<file path="src/rtl/dword_pair_seq.sv">
module dword_pair_seq #(
  parameter int AW = 32,
  parameter int DW = 32,
  parameter int RW = 5,
  parameter int OW = 16
) (
  input  logic          clk,
  input  logic          rst_n,
  input  logic          start,
  input  logic          is_store,
  input  logic [AW-1:0] base,
  input  logic [OW-1:0] offset,
  input  logic [RW-1:0] reg_idx,
  output logic          busy,
  output logic          done,
  output logic          err_odd,
  output logic [RW-1:0] rd_even_idx,
  output logic [RW-1:0] rd_odd_idx,
  input  logic [DW-1:0] rd_even_data,
  input  logic [DW-1:0] rd_odd_data,
  output logic          rf_we,
  output logic [RW-1:0] rf_widx,
  output logic [DW-1:0] rf_wdata,
  output logic          mem_req,
  output logic          mem_we,
  output logic [AW-1:0] mem_addr,
  output logic [DW-1:0] mem_wdata,
  input  logic [DW-1:0] mem_rdata,
  input  logic          mem_ready
);
  localparam logic [AW-1:0] WSTEP = AW'(DW / 8);
  localparam logic [AW-1:0] AMASK = ~(WSTEP - AW'(1));

  typedef enum logic [2:0] {S_IDLE, S_LO, S_HI, S_FIN, S_BAD} st_t;

  st_t           state;
  logic [AW-1:0] ea_q;
  logic [RW-1:0] idx_q;
  logic          st_q;

  logic [AW-1:0] ea_next;
  logic          accept, fire;

  assign ea_next = (base + {{(AW-OW){offset[OW-1]}}, offset}) & AMASK;
  assign accept  = (state == S_IDLE) && start;
  assign fire    = mem_req && mem_ready;

  always_ff @(posedge clk) begin
    if (!rst_n) begin
      state <= S_IDLE;
      ea_q  <= '0;
      idx_q <= '0;
      st_q  <= 1'b0;
    end else begin
      case (state)
        S_IDLE: if (accept) begin
          ea_q  <= ea_next;
          idx_q <= reg_idx;
          st_q  <= is_store;
          state <= reg_idx[0] ? S_BAD : S_LO;
        end
        S_LO:    if (mem_ready) state <= S_HI;
        S_HI:    if (mem_ready) state <= S_FIN;
        default: state <= S_IDLE;
      endcase
    end
  end

  assign busy        = state != S_IDLE;
  assign done        = state == S_FIN;
  assign err_odd     = state == S_BAD;
  assign rd_even_idx = idx_q;
  assign rd_odd_idx  = idx_q | RW'(1);
  assign mem_req     = (state == S_LO) || (state == S_HI);
  assign mem_we      = mem_req && st_q;
  assign mem_addr    = (state == S_HI) ? ea_q + WSTEP : ea_q;
  assign mem_wdata   = (state == S_HI) ? rd_even_data : rd_odd_data;
  assign rf_we       = fire && !st_q;
  assign rf_widx     = (state == S_HI) ? rd_even_idx : rd_odd_idx;
  assign rf_wdata    = mem_rdata;

  assert_aligned_R1: assert property (@(posedge clk) disable iff (!rst_n)
    mem_req |-> (mem_addr & ~AMASK) == '0);

  assert_hold_R2: assert property (@(posedge clk) disable iff (!rst_n)
    (mem_req && !mem_ready) |=> (mem_req && $stable(mem_addr) && $stable(mem_we)));

  assert_second_addr_R2: assert property (@(posedge clk) disable iff (!rst_n)
    (fire && !$past(mem_req)) |=> (mem_req && mem_addr == $past(mem_addr) + WSTEP));

  assert_write_only_load_R3: assert property (@(posedge clk) disable iff (!rst_n)
    rf_we |-> (mem_req && mem_ready && !mem_we));

  assert_err_quiet_R5: assert property (@(posedge clk) disable iff (!rst_n)
    err_odd |-> (!mem_req && !rf_we && !done && busy));

  assert_done_pulse_R6: assert property (@(posedge clk) disable iff (!rst_n)
    done |=> !done);

  assert_done_after_pair_R6: assert property (@(posedge clk) disable iff (!rst_n)
    $rose(done) |-> $past(fire));

  assert_accept_busy_R7: assert property (@(posedge clk) disable iff (!rst_n)
    (start && !busy) |=> busy);
endmodule

</file>
<file path="config.mk">
export PLATFORM = sky130hd
export DESIGN_NAME = dword_pair_seq
export DESIGN_NICKNAME = d
export VERILOG_FILES = /design/src/rtl/dword_pair_seq.sv
export SDC_FILE = /design/constraint.sdc
export NUM_CORES = 1
export LEC_CHECK = 0
export ABC_AREA = 1
export BUFFER_PORTS_ARGS = -buffer_cell sky130_fd_sc_hd__buf_2
export CORE_MARGIN = 3
export CORE_UTILIZATION = 40
export DETAILED_ROUTE_END_ITERATION = 8
export PLACE_DENSITY = 0.72
export SYNTH_ARGS = -nofsm -noshare
export SYNTH_HDL_FRONTEND = slang
export SYNTH_SLANG_ARGS = --single-unit
export TNS_END_PERCENT = 5
</file>
<file path="constraint.sdc">
create_clock -name clk -period 2.25 [get_ports clk]
set_input_delay 0.1125 -clock clk [delete_from_list [all_inputs] [get_ports clk]]
set_output_delay 0.1125 -clock clk [all_outputs]
set_load 0.05 [all_outputs]
</file>
==> results_dict.tcl, run 1 <==
set metrics [dict create \
    grtUsageTotal 0.212 \
    vias 5997 \
    crit_top_cell "nor2_4" \
    gp_congestion 0.932 \
    max_freq_ghz 0.467 \
    clock_sinks 39 \
    worstPathRequired_ns 2.14 \
    hold_path.class "primary input to flip-flop" \
    max_cap_viol_count 0 \
    final_max_slew_viol_count 0 \
    core_mm2 0.0129 \
    grt_pass1_vias 5589 \
    cts_buffers 5 \
    drtIter0Drc 227 \
    port_buffers 203 \
    grt_overflow 0 \
    syn2layout_area_growth_pct 21.0 \
    die_h_um 122 \
    peakVddDrop_uv 280 \
    leakage_uw 0.00413 \
    critPathMaxStageDelay_ns 0.34 \
    clk_pin_slew_ns 0.06 \
    finalWirelength_um 16500 \
    clk_path_buf_depth 2 \
    hold_viol_final 0 \
    async_reset_ff_frac 0 \
    max_slew.worst_pin.slew_ns 0.761 \
    num-nets-final 1317 \
    cp_slowest_cell "dfxtp_1" \
    grt_pass1_wl_um 25800 \
    drc 0 \
    worst_setup_path_start_kind "flip-flop" \
    rows 41 \
    synthFlopType "dfxtp_1" \
    syn_inst 973 \
    post-route-period-util 0.952 \
    start_util 0.416 \
    pin_count 271 \
    die_w_um 122 \
    setup_tns_ns 0 \
    worstSkewPairLatency_ns 0.28 \
    h-tree-depth 2 \
    ys_ff_latch 39 \
    cp_cell_sequence "nor2_4 > nand2_4 > nor2_4 > nand2_4 > nor2_8 > nand2_4 > nor2_4 > nand2_2 > nor2_4 > xor2_1 > buf_4" \
    routedWlPerCell_um 12.7 \
    final_layout_size_suffix_gt1_frac 0.222 \
    hold-worst-slack_ns 0.0743 \
    rsz0062_at_grt "yes" \
    crit_path_end_kind "output pin" \
    slew_headroom 0.492 \
    die_area_mm2 0.0148 \
    yosysSeqAreaShare 0.146 \
    power_density_mw_per_mm2 531 \
    ys.warnings.count 0 \
    mappedNetlistArea_mm2 0.00535 \
    setup_violations 0 \
    first_pass_iters 4 \
    syn_avg_cell_area_um2 5.50 \
    synthDistinctLibCells 36 \
    grt_max_degree 39 \
    cp_data_arrival_time_ns 2.03 \
    run_status "completed" \
    fin_crit_ns 2.14 \
    ant_nets 0 \
    cts_root_buf "clkbuf_16" \
    worstSetupPathType "flip-flop to output pin" \
    antenna_found_initial 0 \
    synth_edf_count 0 \
    cts_tree "built" \
    holdBufCountCts 0 \
    viasPerCell 4.60 \
    worstPathMaxFanout 4 \
    hpwl_um 14200 \
    diodes 0 \
    fillers 1430 \
    finClkSkew_ns 0.00624 \
]
-- layer usage --
layer  up-vias  routed length (µm)  track usage
li1       3236                   -            -
met1      2571                6910        0.245
met2       174                8460        0.418
met3        16                 962       0.0232
met4         0                 178       0.0399
met5         -                   0            0
-- cells in the mapped netlist (2+ instances only) --
library cell	instances	area [µm²]
nand2_1	378	1420
inv_1	176	661
nor2_1	63	236
a21oi_1	46	230
buf_4	43	323
xor2_1	40	350
dfxtp_1	39	781
nand3_1	38	190
ha_1	31	388
o21ai_0	24	120
clkbuf_1	14	52.6
nand4_1	12	75.1
nor3_1	12	60.1
o21bai_1	9	67.6
nor2_4	6	67.6
o21a_1	5	37.5
nand2_4	4	45.0
nor3_2	4	40.0
nand3b_1	3	22.5
nor2_2	3	18.8
and3_1	2	12.5
buf_2	2	10.0
conb_1	2	7.51
nand2_2	2	12.5
nand4_2	2	25.0
nor4_1	2	12.5
xnor2_1	2	17.5
-- layout by cell type (no fill, tap or decap), types with 3 or more instances in the layout --
cell       count
a21oi_1       46
nand2_4        4
nor2_4         8
nor3_2         4
inv_1        176
conb_1         3
dfxtp_1       36
o21a_1         5
ha_1          30
nand4_1       12
nor3_1        11
o21bai_1       9
dfxtp_2        3
nand3_1       37
nor2_1        62
buf_4         14
nand2_1      376
buf_2        196
nand2_2        4
o21ai_0       24
clkbuf_16      5
nand3b_1       3
xor2_1        40
-- registers in the layout (all words and copies together), names as in the netlist --
register and count:
st_q 1, state 3, rd_even_idx 5, ea_q 30
-- cells by family (layout without fill, tap and decap cells) --
group,count (synthesis),after routing,share of synthesized area
buffers and inverters,237,396,0.197
AO/OA/AOI/OAI,87,87,0.0890
AND/OR/NAND/NOR,535,535,0.426
adder cells (fa/ha/maj),31,31,0.0724
flip-flops,39,39,0.146
XOR/XNOR,42,42,0.0687
other,2,3,0.00140
-- cell type report --
type                    count  area [µm²]  share of cell area
well taps                 172         215              0.0332
clock buffers               6         129              0.0199
flip-flops and latches     39         785               0.121
inverters                 178         668               0.103
repair buffers            210        1090               0.168
multi-input cells         698        3580               0.553
clock inverters             2        12.5             0.00193
-- path summary, 6_finish.rpt --
path / start / endpoint / slack (ns) / depth (start not counted)
max: state[2]$_SDFFE_PN0P_ / mem_addr[23] / 0.11 / 11
min: reg_idx[4] / rd_even_idx[4]$_SDFFE_PN0P_ / 0.07 / 3
max reg2reg: state[2]$_SDFFE_PN0P_ / ea_q[20]$_SDFFE_PN0P_ / 0.70 / 6
min reg2reg: rd_even_idx[4]$_SDFFE_PN0P_ / rd_even_idx[4]$_SDFFE_PN0P_ / 0.49 / 2
-- power breakdown --
group / internal [µW] / switching, µW / leakage, µW
logic: 534 / 1340 / 0.00374
clock network: 409 / 268 / 0.0000669
registers: 782 / 106 / 0.000323
-- timing repair --
action / in CTS / in global routing
gates resized for setup: 4 / 20
pin swaps: 0 / 4
gates cloned: 0 / 0
endpoints found under the hold margin: 0 / 0
setup endpoints to repair: 4 / 12
buffers inserted: 0 / 3
-- critical path, delay by kind of cell, from the launching register on --
| kind | cells | cell delay, ns |
|---|---|---|
| xor gates and xnor gates | 1 | 0.16 |
| and+or+nand+nor | 9 | 1.02 |
| DFF | 1 | 0.34 |
| buffers and inverters | 1 | 0.22 |
-- per-stage QoR --
step | area (µm²) | worst slack [ns] | instances | total power, µW | utilization
5_1_grt | 6480 | -0.0194 | 1305 | 3690 | 0.503
2_1_floorplan | 5360 | 0.0842 | 974 | 2410 | -
4_1_cts | 6390 | 0.000421 | 1302 | 3450 | 0.496
6_report | 6480 | 0.108 | 1305 | 3440 | 0.503
3_5_place_dp | 6240 | 0.251 | 1294 | 2760 | 0.485
3_3_place_gp | 6240 | 0.297 | 1294 | 2750 | 0.485
No activity file was read; power rests on OpenSTA's default activity.
==> inputs of run 2 (changes only) <==
--- a/config.mk
+++ b/config.mk
@@ -11,6 +11,7 @@
 export CORE_UTILIZATION = 40
 export DETAILED_ROUTE_END_ITERATION = 8
 export PLACE_DENSITY = 0.72
+export SETUP_SLACK_MARGIN = 0.15
 export SYNTH_ARGS = -nofsm -noshare
 export SYNTH_HDL_FRONTEND = slang
 export SYNTH_SLANG_ARGS = --single-unit
==> constraint.sdc (replaced) <==
create_clock -name clk -period 2.55 [get_ports clk]
set_input_delay 0.1275 -clock clk [delete_from_list [all_inputs] [get_ports clk]]
set_output_delay 0.1275 -clock clk [all_outputs]
set_load 0.05 [all_outputs]
==> results_dict.tcl, run 2 (same netlist as run 1, synthesis figures left out) <==
set metrics [dict create \
    grt_pass1_vias 5479 \
    rsz0062_at_grt "yes" \
    grt_max_degree 37 \
    worst_setup_path_start_kind "flip-flop" \
    port_buffers 203 \
    worstSkewPairLatency_ns 0.29 \
    gp_congestion 0.937 \
    combPwrFrac 0.542 \
    cp_data_arrival_time_ns 2.22 \
    final_max_slew_viol_count 0 \
    die_w_um 122 \
    power.switching_uw 1530 \
    final_cell_mix "nand2_1 (378), buf_2 (199), inv_1 (176), nor2_1 (62), a21oi_1 (46)" \
    setup_tns_ns 0 \
    post-route-period-util 0.922 \
    start_util 0.416 \
    fin_crit_ns 2.35 \
    placedCellCount 1293 \
    largest-register "ea_q" \
    finalWirelength_um 16400 \
    final_common_cell "nand2_1" \
    clk_pin_slew_ns 0.06 \
    largest_reg_flops 30 \
    run_status "completed" \
    p_int_uw 1520 \
    clkPwrFrac 0.203 \
    cts_root_buf "clkbuf_16" \
    grt_pass1_wl_um 25400 \
    finClkSkew_ns 0.00727 \
    p_sw_frac 0.502 \
    seq_power_share 0.255 \
    worstPathRequired_ns 2.42 \
    leakage_uw 0.00409 \
    cts_setup_buffers 0 \
    drtIter0Drc 305 \
    max_slew.worst_pin.slew_ns 0.744 \
    pin_count 271 \
    final_layout_size_suffix_gt1_frac 0.213 \
    grt_overflow 0 \
    slew_headroom 0.503 \
    final_cells 1301 \
    worstPathMaxFanout 4 \
    regToRegSetupSlack_ns 0.91 \
    cts_tree "built" \
    worstSetupPathType "flip-flop to output pin" \
    die_h_um 122 \
    max_freq_ghz 0.425 \
    max_cap_viol_count 0 \
    drc 0 \
    grtUsageTotal 0.209 \
    power_density_mw_per_mm2 476 \
    syn2layout_area_growth_pct 19.8 \
    power_uw 3050 \
    viasPerCell 4.66 \
    rows 41 \
    cts_buffers 5 \
    peakVddDrop_uv 252 \
    ant_nets 0 \
    first_pass_iters 7 \
    vias 6066 \
    routedWlPerCell_um 12.6 \
    core_mm2 0.0129 \
    h-tree-depth 2 \
    diodes 0 \
    hpwl_um 14200 \
    crit_path_end_kind "output pin" \
    clk_path_buf_depth 2 \
    antenna_found_initial 0 \
    setup_violations 0 \
    clock_sinks 39 \
    hold_path.class "primary input to flip-flop" \
    hold_viol_final 0 \
    hold-worst-slack_ns 0.0847 \
    die_area_mm2 0.0148 \
    num-nets-final 1313 \
]
[run 2: cell count changes in the layout (fill, tap and decap cells not counted), moves of 2 or more]
cell / change
buf_2: +3
buf_4: -9
clkbuf_4: +2
clkinv_4: +2
dfxtp_1: +3
dfxtp_2: -3
nand2_1: +2
nand2_2: -2
[run 2: critical path, stage by stage (launching register included)]
cell and delay [ns]:
dfxtp_1 0.37, ha_1 0.19, nand3_1 0.12, nor2_4 0.18, nand4_2 0.14, nor2_4 0.14, nand2_1 0.14, nor3_2 0.22
xor2_1 0.20, buf_4 0.22
[run 2: power groups by stage]
stage / registers (µW) / clock network, µW / logic, µW
3_5_place_dp: 789 / 0 / 1650
6_report: 779 / 621 / 1650
2_1_floorplan: 786 / 0 / 1340
4_1_cts: 776 / 630 / 1650
5_1_grt: 790 / 654 / 1810
3_3_place_gp: 786 / 0 / 1640
[run 2: stage by stage]
| step | instance area, µm² | worst slack (ns) | utilization |
|---|---|---|---|
| global placement | 6230 | 0.545 | 0.484 |
| finish | 6420 | 0.198 | 0.498 |
| CTS | 6380 | 0.201 | 0.496 |
| global route | 6420 | 0.0612 | 0.498 |
| detailed placement | 6230 | 0.517 | 0.484 |
| floorplan | 5360 | 0.369 | - |
[run 2: area by class of cell]
class,instances,area [µm²]
repair buffers,206,1050
well taps,172,215
clock buffers,5,125
clock inverters,3,25.0
flip-flops and latches,39,781
inverters,178,668
multi-input cells,698,3550
fillers,1374,6460
[run 2: metal layers]
layer	part of all wire	GRT usage
met3	0.067	0.0320
met5	0	0
met1	0.40	0.231
met4	0.015	0.0462
met2	0.51	0.416
[run 2: worst paths after layout]
| check | startpoint | endpoint | depth (start not counted) |
|---|---|---|---|
| setup reg to reg | state[0]$_SDFFE_PN0P_ | ea_q[17]$_SDFFE_PN0P_ | 6 |
| setup / recovery | ea_q[3]$_SDFFE_PN0P_ | mem_addr[20] | 9 |
| hold reg to reg | rd_even_idx[2]$_SDFFE_PN0P_ | rd_even_idx[2]$_SDFFE_PN0P_ | 2 |
| hold / removal | reg_idx[3] | rd_even_idx[3]$_SDFFE_PN0P_ | 3 |
[run 2: what timing repair did]
item                                    in CTS  in global routing
gates cloned                                 0                  0
resized for setup                            1                  8
endpoints found under the setup margin       1                  7
hold buffers                                 0                  0
==> inputs of run 3 (changes only) <==
--- a/config.mk
+++ b/config.mk
@@ -10,7 +10,7 @@
 export CORE_MARGIN = 3
 export CORE_UTILIZATION = 40
 export DETAILED_ROUTE_END_ITERATION = 8
-export PLACE_DENSITY = 0.72
+export PLACE_DENSITY = 0.74
 export SETUP_SLACK_MARGIN = 0.15
 export SYNTH_ARGS = -nofsm -noshare
 export SYNTH_HDL_FRONTEND = slang
==> constraint.sdc (replaced) <==
create_clock -name clk -period 2 [get_ports clk]
set_input_delay 0.1 -clock clk [delete_from_list [all_inputs] [get_ports clk]]
set_output_delay 0.1 -clock clk [all_outputs]
set_load 0.05 [all_outputs]
==> results_dict.tcl, run 3 (same netlist as run 1, synthesis figures left out) <==
set metrics [dict create \
    antenna_found_initial 2 \
    die_area_mm2 0.0148 \
    run_status "finished, violations left" \
    worstPathMaxFanout 4 \
    clkPwrFrac 0.221 \
    drtIter0Drc 305 \
    num-nets-final 1337 \
    final_cell_mix "nand2_1 (372), inv_1 (175), buf_2 (175), nor2_1 (60), a21oi_1 (46)" \
    placedCellCount 1305 \
    hold_depth 3 \
    die_h_um 122 \
    setup_violations 9 \
    cts_buffers 5 \
    pin_count 271 \
    power.switching_uw 2000 \
    p_int_uw 2230 \
    leakage_uw 0.00434 \
    fin_crit_ns 2.09 \
    grtUsageTotal 0.225 \
    crit_path_end_kind "output pin" \
    vias 6172 \
    holdBufCountCts 0 \
    multi_input_area_mm2 0.00374 \
    viasPerCell 4.65 \
    worstSkewPairLatency_ns 0.28 \
    rsz0062_at_grt "yes" \
    post-route-period-util 1.05 \
    final_common_cell "nand2_1" \
    worstSetupPathType "flip-flop to output pin" \
    finalWirelength_um 17200 \
    grt_overflow 0 \
    power_density_mw_per_mm2 606 \
    h-tree-depth 2 \
    routedWlPerCell_um 13.0 \
    dp_slack_ns -0.0212 \
    finClkSkew_ns 0.00408 \
    worstPathRequired_ns 1.90 \
    final_max_slew_viol_count 0 \
    die_w_um 122 \
    violations "setup timing" \
    worstHoldEndpoint "rd_even_idx[4]$_SDFFE_PN0P_" \
    setup_ws_ns -0.0920 \
    cp-startpoint "state[0]$_SDFFE_PN0P_" \
    syn2layout_area_growth_pct 30.2 \
    gp_congestion 0.887 \
    port_buffers 203 \
    worst_setup_path_start_kind "flip-flop" \
    fin_util 0.542 \
    slew_headroom 0.494 \
    hold_path.class "primary input to flip-flop" \
    start_util 0.416 \
    power_uw 4230 \
    hp-start "reg_idx[4]" \
    clk_pin_slew_ns 0.06 \
    cp_data_arrival_time_ns 1.99 \
    hpwl_um 14400 \
    rows 41 \
    core_mm2 0.0129 \
    clock_sinks 39 \
    combPwrFrac 0.544 \
    max_cap_viol_count 0 \
    p_sw_frac 0.473 \
    r2r-end "ea_q[22]$_SDFFE_PN0P_" \
    setup_tns_ns -0.507 \
    max_slew.worst_pin.slew_ns 0.758 \
    grt_pass1_wl_um 27200 \
    final_cells 1327 \
    r2r_cells 8 \
    cts_root_buf "clkbuf_16" \
    clk_path_buf_depth 2 \
    regToRegSetupSlack_ns 0.25 \
    grt_max_degree 39 \
    first_pass_iters 5 \
    grt_pass1_vias 5850 \
    peakVddDrop_uv 366 \
    largest-register "ea_q" \
    ant_nets 0 \
    seq_power_share 0.234 \
    hold_viol_final 0 \
    cts_tree "built" \
    final_layout_size_suffix_gt1_frac 0.259 \
    largest_reg_flops 30 \
    drc 0 \
    max_freq_ghz 0.478 \
    r2r_start "state[0]$_SDFFE_PN0P_" \
    regArea_um2 791 \
    fillers 1350 \
]
run 3: cell count changes in the layout (fill, tap and decap cells not counted), moves of 13 or more:
cell	delta
xor2_2	+13
buf_2	-24
buf_6	+17
buf_4	+29
xor2_1	-13
run 3: final cells by class:
type / instances / share of cell area
antenna: 2 / 0.000718
tap: 172 / 0.0309
multi-input combinational: 698 / 0.537
timing repair buffer: 230 / 0.198
clock inverter: 2 / 0.00502
inverter: 178 / 0.0958
clock buffer: 6 / 0.0199
sequential: 39 / 0.113
run 3: power groups by stage:
stage	Clock (µW)	Combinational (µW)	Sequential (µW)
3_5_place_dp	0	2160	992
3_3_place_gp	0	2160	988
5_1_grt	971	2510	1010
2_1_floorplan	0	1720	1010
6_report	936	2300	990
4_1_cts	943	2240	981
run 3: per-layer routing:
layer / GRT usage / vias up / wire (µm)
met1: 0.260 / 2676 / 7290
met2: 0.418 / 207 / 8500
met4: 0.0847 / 0 / 428
li1: - / 3263 / -
met3: 0.0297 / 26 / 1010
met5: 0 / - / 0
run 3: critical path, stage by stage (launching register included):
cell and delay, ns:
dfxtp_4 0.36, nor2_4 0.14, nand2_4 0.09, nor2_4 0.11, nand2_4 0.08, nor2_8 0.15
nand2_4 0.07, nor2_4 0.13, nand2_2 0.10, nor2_2 0.13, xor2_2 0.17, buf_6 0.18
run 3: timing repair:
action                     CTS  global route
gates resized for setup     51            38
pin swaps                   10            18
setup endpoints to repair   43            32
setup buffers                5             7
run 3: stage by stage:
stage / area, µm² / hold slack, ns
after CTS: 6780 / 0.0605
after detailed placement: 6390 / 0.200
after global routing: 6970 / 0.0769
after global placement: 6390 / 0.200
final: 6970 / 0.0633
after floorplan: 5420 / 0.244
run 3: worst max-delay path by stage:
stage	end	depth (start not counted)
global route	mem_addr[29]	8
global placement	ea_q[31]$_SDFFE_PN0P_	12
floorplan	rf_we	6
detailed placement	ea_q[31]$_SDFFE_PN0P_	12
CTS	mem_addr[20]	9
finish	mem_addr[29]	11
